File: config.mk
export PLATFORM = sky130hd
export DESIGN_NAME = instr_fetch_decode
export DESIGN_NICKNAME = d
export VERILOG_FILES = /design/src/rtl/ifd_pkg.sv /design/src/rtl/ifd_len_dec.sv /design/src/rtl/ifd_field_ext.sv /design/src/rtl/instr_fetch_decode.sv
export SDC_FILE = /design/constraint.sdc
export NUM_CORES = 1
export LEC_CHECK = 0
export ABC_CLOCK_PERIOD_IN_PS = 2720
export BUFFER_PORTS_ARGS = -buffer_cell sky130_fd_sc_hd__buf_2
export CORE_MARGIN = 2
export CORE_UTILIZATION = 53
export CTS_CLUSTER_SIZE = 12
export DETAILED_ROUTE_END_ITERATION = 7
export PLACE_DENSITY = 0.88
export SLEW_MARGIN = 0
export SYNTH_ARGS = -nofsm -noshare
export SYNTH_HDL_FRONTEND = slang
export SYNTH_HIERARCHICAL = 1
export SYNTH_SLANG_ARGS = --single-unit
File: constraint.sdc
create_clock -name clk_i -period 2.72 [get_ports clk_i]
set_clock_uncertainty 0.05 [all_clocks]
set_input_delay 0.136 -clock clk_i [delete_from_list [all_inputs] [get_ports clk_i]]
set_output_delay 0.136 -clock clk_i [all_outputs]
set_load 0.1 [all_outputs]
File: src/rtl/ifd_pkg.sv
package ifd_pkg;
  localparam int FETCH_BYTES = 6;
  localparam int VAL_BYTES   = 4;
  localparam int VAL_W       = 8 * VAL_BYTES;
  localparam int LEN_W       = 3;
  localparam logic [3:0] REG_NONE = 4'h8;

  typedef enum logic [3:0] {
    OP_NOP  = 4'h0, OP_HALT = 4'h1, OP_RRMV = 4'h2, OP_IRMV = 4'h3,
    OP_RMMV = 4'h4, OP_MRMV = 4'h5, OP_ALU  = 4'h6, OP_JMP  = 4'h7,
    OP_CALL = 4'h8, OP_RET  = 4'h9, OP_PUSH = 4'hA, OP_POP  = 4'hB
  } op_e;

  typedef struct packed {
    logic [3:0]       icode;
    logic [3:0]       ifun;
    logic [3:0]       ra;
    logic [3:0]       rb;
    logic [VAL_W-1:0] val;
    logic [LEN_W-1:0] len;
  } dec_t;
endpackage

File: src/rtl/ifd_len_dec.sv
module ifd_len_dec
  import ifd_pkg::*;
(
  input  logic [3:0]       icode_i,
  input  logic [3:0]       ifun_i,
  output logic [LEN_W-1:0] len_o,
  output logic             legal_o
);
  always_comb begin
    len_o   = LEN_W'(1);
    legal_o = 1'b1;
    unique case (icode_i)
      OP_NOP, OP_HALT, OP_RET: len_o = LEN_W'(1);
      OP_RRMV, OP_ALU, OP_PUSH, OP_POP: len_o = LEN_W'(2);
      OP_JMP, OP_CALL: len_o = LEN_W'(5);
      OP_IRMV, OP_RMMV, OP_MRMV: len_o = LEN_W'(6);
      default: legal_o = 1'b0;
    endcase
    case (icode_i)
      OP_ALU:  if (ifun_i > 4'd3) legal_o = 1'b0;
      OP_JMP:  if (ifun_i > 4'd6) legal_o = 1'b0;
      default: if (ifun_i != 4'd0) legal_o = 1'b0;
    endcase
  end
endmodule

File: src/rtl/ifd_field_ext.sv
module ifd_field_ext
  import ifd_pkg::*;
(
  input  logic [8*FETCH_BYTES-1:0] bytes_i,
  input  logic [LEN_W-1:0]         len_i,
  output logic [3:0]               ra_o,
  output logic [3:0]               rb_o,
  output logic [VAL_W-1:0]         val_o
);
  logic [VAL_W-1:0] val_short, val_long;

  // constant starts after opcode byte (5-byte) or after register byte (6-byte)
  for (genvar b = 0; b < VAL_BYTES; b++) begin : g_val
    assign val_short[8*b +: 8] = bytes_i[8*(b+1) +: 8];
    assign val_long [8*b +: 8] = bytes_i[8*(b+2) +: 8];
  end

  always_comb begin
    ra_o  = REG_NONE;
    rb_o  = REG_NONE;
    val_o = '0;
    case (len_i)
      LEN_W'(2): begin
        ra_o = bytes_i[15:12];
        rb_o = bytes_i[11:8];
      end
      LEN_W'(5): val_o = val_short;
      LEN_W'(6): begin
        ra_o  = bytes_i[15:12];
        rb_o  = bytes_i[11:8];
        val_o = val_long;
      end
      default: ;
    endcase
  end
endmodule

File: src/rtl/instr_fetch_decode.sv
module instr_fetch_decode
  import ifd_pkg::*;
#(
  parameter int PC_W = 32
) (
  input  logic                     clk_i,
  input  logic                     rst_ni,
  output logic [PC_W-1:0]          imem_addr_o,
  input  logic [8*FETCH_BYTES-1:0] imem_bytes_i,
  output logic                     vld_o,
  output logic [3:0]               icode_o,
  output logic [3:0]               ifun_o,
  output logic [3:0]               ra_o,
  output logic [3:0]               rb_o,
  output logic [VAL_W-1:0]         val_o,
  output logic [LEN_W-1:0]         len_o,
  output logic [PC_W-1:0]          dec_pc_o,
  output logic [PC_W-1:0]          next_pc_o,
  output logic                     halted_o,
  output logic                     invalid_o
);
  logic [PC_W-1:0] pc_q, dec_pc_q, next_pc_q, pc_step;
  logic            vld_q, halted_q, invalid_q, legal;
  dec_t            dec_d, dec_q;

  assign dec_d.icode = imem_bytes_i[7:4];
  assign dec_d.ifun  = imem_bytes_i[3:0];

  ifd_len_dec u_len (
    .icode_i (dec_d.icode),
    .ifun_i  (dec_d.ifun),
    .len_o   (dec_d.len),
    .legal_o (legal)
  );

  ifd_field_ext u_fld (
    .bytes_i (imem_bytes_i),
    .len_i   (dec_d.len),
    .ra_o    (dec_d.ra),
    .rb_o    (dec_d.rb),
    .val_o   (dec_d.val)
  );

  assign pc_step = pc_q + PC_W'(dec_d.len);

  always_ff @(posedge clk_i or negedge rst_ni) begin
    if (!rst_ni) begin
      pc_q      <= '0;
      dec_pc_q  <= '0;
      next_pc_q <= '0;
      dec_q     <= '0;
      vld_q     <= 1'b0;
      halted_q  <= 1'b0;
      invalid_q <= 1'b0;
    end else begin
      vld_q <= 1'b0;
      if (!halted_q && !invalid_q) begin
        if (!legal) begin
          invalid_q <= 1'b1;
        end else begin
          vld_q     <= 1'b1;
          dec_q     <= dec_d;
          dec_pc_q  <= pc_q;
          next_pc_q <= pc_step;
          if (dec_d.icode == OP_HALT) halted_q <= 1'b1;
          else                        pc_q     <= pc_step;
        end
      end
    end
  end

  assign imem_addr_o = pc_q;
  assign vld_o       = vld_q;
  assign icode_o     = dec_q.icode;
  assign ifun_o      = dec_q.ifun;
  assign ra_o        = dec_q.ra;
  assign rb_o        = dec_q.rb;
  assign val_o       = dec_q.val;
  assign len_o       = dec_q.len;
  assign dec_pc_o    = dec_pc_q;
  assign next_pc_o   = next_pc_q;
  assign halted_o    = halted_q;
  assign invalid_o   = invalid_q;


  len_legal_chk: assert property (@(posedge clk_i) disable iff (!rst_ni)
    vld_q |-> (dec_q.len == 3'd1 || dec_q.len == 3'd2 || dec_q.len == 3'd5 || dec_q.len == 3'd6));


  pc_step_chk: assert property (@(posedge clk_i) disable iff (!rst_ni)
    (vld_q && !halted_q) |-> (pc_q == $past(pc_q) + PC_W'(dec_q.len)));


  halt_hold_chk: assert property (@(posedge clk_i) disable iff (!rst_ni)
    halted_q |=> ($stable(pc_q) && !vld_q && halted_q));


  halt_strobe_chk: assert property (@(posedge clk_i) disable iff (!rst_ni)
    $rose(halted_q) |-> (vld_q && dec_q.icode == 4'h1));


  inv_hold_chk: assert property (@(posedge clk_i) disable iff (!rst_ni)
    invalid_q |=> ($stable(pc_q) && !vld_q && invalid_q));
endmodule

; Word-level counts from Yosys, hierarchy flattened
; Index checks and enable logic that the tools add are counted.
[classes]
bitwise_logic = 2
reduce_logical = 14
n_eq_ne = 14
mux = 11
addsub = 1
n_lt_le_gt_ge = 2
[ops]
columns = operator, count
row1 = case mux 32 bit (2 select lines), 1
row2 = adder 32 x 3 -> 32 bit, 1
row3 = "equality test 4 x 3 -> 1 bit, second input constant", 4
row4 = "equality test 4 bit, second input constant", 4
row5 = OR reduction 12 bit, 1
row6 = case mux 3 bit (3 select lines), 1
row7 = "equality test 4 x 2 -> 1 bit, second input constant", 2
row8 = 2-to-1 mux 4 bit, 2
row9 = "equality test 3 bit, second input constant", 2
row10 = 2-to-1 mux 1 bit, 6
row11 = AND reduction 3 bit, 2
row12 = "equality test 4 x 1 -> 1 bit, second input constant", 1
row13 = "> comparator 4 x 2 -> 1 bit, second input constant", 1
row14 = "> comparator 4 x 3 -> 1 bit, second input constant", 1
row15 = zero test 4 bit, 1
row16 = AND reduction 2 bit, 2
row17 = nonzero test 4 bit, 1
row18 = OR reduction 2 bit, 2
row19 = OR reduction 4 bit, 1
row20 = "equality test 3 x 2 -> 1 bit, second input constant", 1
row21 = OR reduction 3 bit, 1
row22 = zero test 1 bit, 2
row23 = inverter 1 bit, 2
row24 = case mux 1 bit (2 select lines), 1
row25 = logical AND 1 bit, 1
[totals]
elab_cells = 56
out_inout_bits = 150
regBits = 150

; Depth between registers and ports, before layout
[depth]
ltp_word = 7
ltp_mapped = 10

; Modules after synthesis
; Netlist, hierarchy kept.
[modules_own_cells]
columns = module, seq_area_each_um2, cells_each, area_each_um2, n_inst
row1 = instr_fetch_decode, 3753.6, 698, 6527.5, 1
row2 = ifd_field_ext, 0.0, 93, 524.3, 1
row3 = ifd_len_dec, 0.0, 14, 91.3, 1

; Least setup slack after synthesis
; No wires, ideal clock.
[synth_timing]
path_type = reg-to-reg
start = reg pc_q[0] (netlist: imem_addr_o[0])
end = reg next_pc_q[20] (netlist: next_pc_o[20])
slack_ns = 0.054
t_arrival_ns = 2.491
path_buffers = 1
required_time_ns = 2.545
path_stages_with_launch = 9
cell_sequence = dfrtp_1 > ha_1 > fa_1 > a21oi_1 > nor4_2 > buf_4 > nand2_1 > xnor2_1 > mux2_2
[synth_between]
elab_chain_cells = 1
[synth_rtl]
columns = item, line
row1 = from (decl), instr_fetch_decode.sv:22  ; logic [PC_W-1:0] pc_q, dec_pc_q, next_pc_q, pc_step;
row2 = from (signal assigned), instr_fetch_decode.sv:66  ; else pc_q <= pc_step;
row3 = adder 32 x 3 -> 32 bit, instr_fetch_decode.sv:44  ; assign pc_step = pc_q + PC_W'(dec_d.len);
row4 = to (signal assigned), instr_fetch_decode.sv:64  ; next_pc_q <= pc_step;
row5 = to (decl), instr_fetch_decode.sv:22
; No other way between the ends.
; A chain may end at the register's enable or synchronous reset.

; Worst setup path in the final report
[layout_timing]
start = in imem_bytes_i[0]
end = reg pc_q[29] (netlist: imem_addr_o[29])
[layout_between]
elab_chain_cells = 4
word_cells_on_any_way = 8
cone_classes = order compare (2) / mux (4) / reduce/logical (2)
[layout_rtl]
columns = item, line
row1 = from (decl), instr_fetch_decode.sv:9  ; input logic [8*FETCH_BYTES-1:0] imem_bytes_i,
row2 = "> comparator 4 x 3 -> 1 bit, or another cell as far along", ifd_len_dec.sv:21  ; OP_JMP: if (ifun_i > 4'd6) legal_o = 1'b0;
row3 = 2-to-1 mux 1 bit (on tied branches), "ifd_len_dec.sv:21, ifd_len_dec.sv:20, ifd_len_dec.sv:22"
row4 = case mux 1 bit (2 select lines) *, ifd_len_dec.sv:19  ; case (icode_i)
row5 = net legal, instr_fetch_decode.sv:23  ; logic vld_q, halted_q, invalid_q, legal;
row6 = AND reduction 3 bit (no source line) *, --
; The timed path passes the listed nets; every way through them passes the cells marked *.

==> out/qor.txt <==
Synth Flop Type = dfrtp_1
Mapped Area = 7140 sq um
gpl congestion = 0.880
Final HPWL DP = 13.0 mm
post-synthesis sequential area ratio = 0.525
full die area = 14400 sq um
die span in y = 120 um
PD cells = 582 nW/um^2
remaining antenna violation count = 0
share of layout cells above drive strength 1 = 0.271
Crit Path Max Fanout = 10
1st-pass router iterations = 5
yosys warns = 6
Worst-Skew Late Latency = 0.41 ns
HP Class = input pin to flop
antenna violations before repair = 0
design internal power = 4000 uW
syn_nets = 859
clock-pin slew of the registers on the worst-case setup and hold paths = 0.06 ns
nature of the critical path endpoint = flop
final antenna diode count = 0
CTS tree = built
Starting Density = 0.542
final period utilization = 0.944
post-synth cell types = 49
vias in the first global route = 6095
FP Rows = 42
EDFF count, synth = 0
DR iter-0 viols = 476
TNS Setup = 0 ns
RSZ-0062 raised after global routing = no
WP data arrival = 2.86 ns
clk root buf = clkbuf_16
most frequent cells in the layout = nand2_1, buf_2, dfrtp_1
WP data required = 3.01 ns
total gr overflow = 0
Avg WL per Cell = 16.1 um
setup violators final = 0
Syn Area/Cell = 8.87 sq um
Num CTS Buffers = 17
max cap viols = 0
core area = 13200 sq um
CP Launch Type = input pin
commonest non-fill, non-tap cell in the layout = nand2_1
worst slew pin tran = 0.855 ns
total power draw = 5220 uW
Die W = 120 um
largest net degree at the start of global routing = 88
DRC violations left = 0
proportion of power drawn by the clock network = 0.492
clk buf depth = 2
Max Slew Vio Count = 0
Avg Vias per Cell = 5.36
H-tree levels = 4
final hold violations = 0
area delta synth->final = 25.4%
global-route wire length before repair = 30.9 mm
combinational cell fraction of total power = 0.075
final WL = 19.0 mm
net switching power = 1210 uW
leakage = 0.00490 uW
Layout Nets = 1045
f_max = 0.390 GHz
number of synthesized register bits = 150
IO Pins = 200
PortBufs = 199
Clock Sink Count = 150
Peak VDD IR = 0.000457 V
All-Layer GR Usage = 0.271
Vias = 6321
Cells after Synth = 805
WS Path Type = input pin to flop
Layout Utilization = 0.679
status = complete, no violations
sw frac = 0.233
Seq pwr share = 0.433
Synth async-reset ratio = 1.00
fin crit period = 2.57 ns
relative slew slack = 0.430
==> final timing paths <==
path | from | endpoint | slack (ns) | cells after the start
max | imem_bytes_i[0] | imem_addr_o[29]$_DFFE_PN0P_ | 0.15 | 11
min | imem_bytes_i[10] | rb_o[2]$_DFFE_PN0P_ | 0.01 | 4
max reg2reg | imem_addr_o[2]$_DFFE_PN0P_ | imem_addr_o[23]$_DFFE_PN0P_ | 0.43 | 6
min reg2reg | len_o[0]$_DFFE_PN0P_ | len_o[0]$_DFFE_PN0P_ | 0.42 | 2
max in group asynchronous | rst_ni | next_pc_o[23]$_DFFE_PN0P_ | 1.57 | 3
min in group asynchronous | rst_ni | icode_o[0]$_DFFE_PN0P_ | 0.23 | 2
==> critical path: stages <==
cell           delay, ns
dlygate4sd3_1       0.54
buf_2               0.14
nor4_1              0.31
a21oi_1             0.09
a2111oi_2           0.27
or3b_4              0.50
nor2_8              0.23
buf_4               0.22
nand2_1             0.12
nor2_1              0.16
xor2_1              0.14
==> metrics by stage <==
step | instances | hold WS (ns) | instance area, sq um | setup WS (ns)
final | 1180 | 0.0132 | 8960 | 0.154
after global routing | 1180 | 0.0178 | 8960 | 0.0201
after detailed placement | 1136 | 0.129 | 8190 | 0.0512
after global placement | 1136 | 0.136 | 8190 | 0.127
after floorplan | 805 | -0.210 | 7140 | 0.0537
after CTS | 1179 | 0.0000411 | 8950 | 0.0789
==> flip-flops by register name (all words and copies together) (netlist names) <==
signal,flops
dec_pc_o,32
imem_addr_o,32
next_pc_o,32
val_o,32
icode_o,4
ifun_o,4
ra_o,4
rb_o,4
len_o,3
halted_o,1
invalid_o,1
vld_o,1
==> cell type report <==
| class | instances | area (sq um) |
|---|---|---|
| Clock buffer | 20 | 447 |
| Clock inverter | 12 | 201 |
| Fill cell | 1024 | 4230 |
| Inverter | 4 | 20.0 |
| Multi-Input combinational cell | 592 | 3060 |
| Sequential cell | 150 | 3750 |
| Tap cell | 176 | 220 |
| Timing Repair Buffer | 226 | 1260 |
==> logic make-up (layout without fill, tap and decap cells) <==
kind of cell | count (synthesis) | after routing | synth area share
muxes | 3 | 3 | 0.00438
AOI/OAI and AO/OA | 74 | 74 | 0.0627
xor gates and xnor gates | 59 | 59 | 0.0723
DFF | 150 | 150 | 0.525
adders and majority gates | 4 | 4 | 0.00806
buffers and inverters | 63 | 262 | 0.0475
and+or+nand+nor | 452 | 452 | 0.280
==> repair_timing <==
item                       4_1_cts  5_1_grt
setup buffers                    0        1
resized for setup                0        0
setup endpoints to repair        0       12
hold endpoints to repair        80        0
hold buffers                    11        0
==> power by group through the flow <==
stage / registers, uW / logic (uW) / clock network (uW)
after floorplan: 2410 / 126 / 0
after global placement: 2300 / 374 / 0
after detailed placement: 2300 / 376 / 0
after CTS: 2260 / 390 / 2590
after global routing: 2260 / 422 / 2720
final: 2260 / 393 / 2570
==> layer usage <==
metal  vias to the layer above  part of all wire  track usage
li1                       2972                 -            -
met3                        34             0.067       0.0646
met4                         0             0.023       0.0934
met2                       272              0.49        0.457
met1                      3043              0.42        0.342
met5                         -                 0            0
==> cells in the mapped netlist, types with 4 or more instances <==
library cell  instances  share of area
a21oi_1               5         0.0035
and2_2                6         0.0063
buf_1                 4         0.0021
buf_2                23          0.016
buf_4                 6         0.0063
buf_6                 6         0.0095
clkbuf_1             19          0.010
dfrtp_1             150           0.53
nand2_1             354           0.19
nand2b_1              4         0.0035
nand3_1              24          0.017
nand4_1              15          0.013
nor2_1               15         0.0079
nor3_1               10         0.0070
o21ai_0              22          0.015
o21ai_1              10         0.0070
o22ai_1              32          0.028
xnor2_1              32          0.039
xor2_1               27          0.033
No activity file was read; power rests on OpenSTA's default activity.
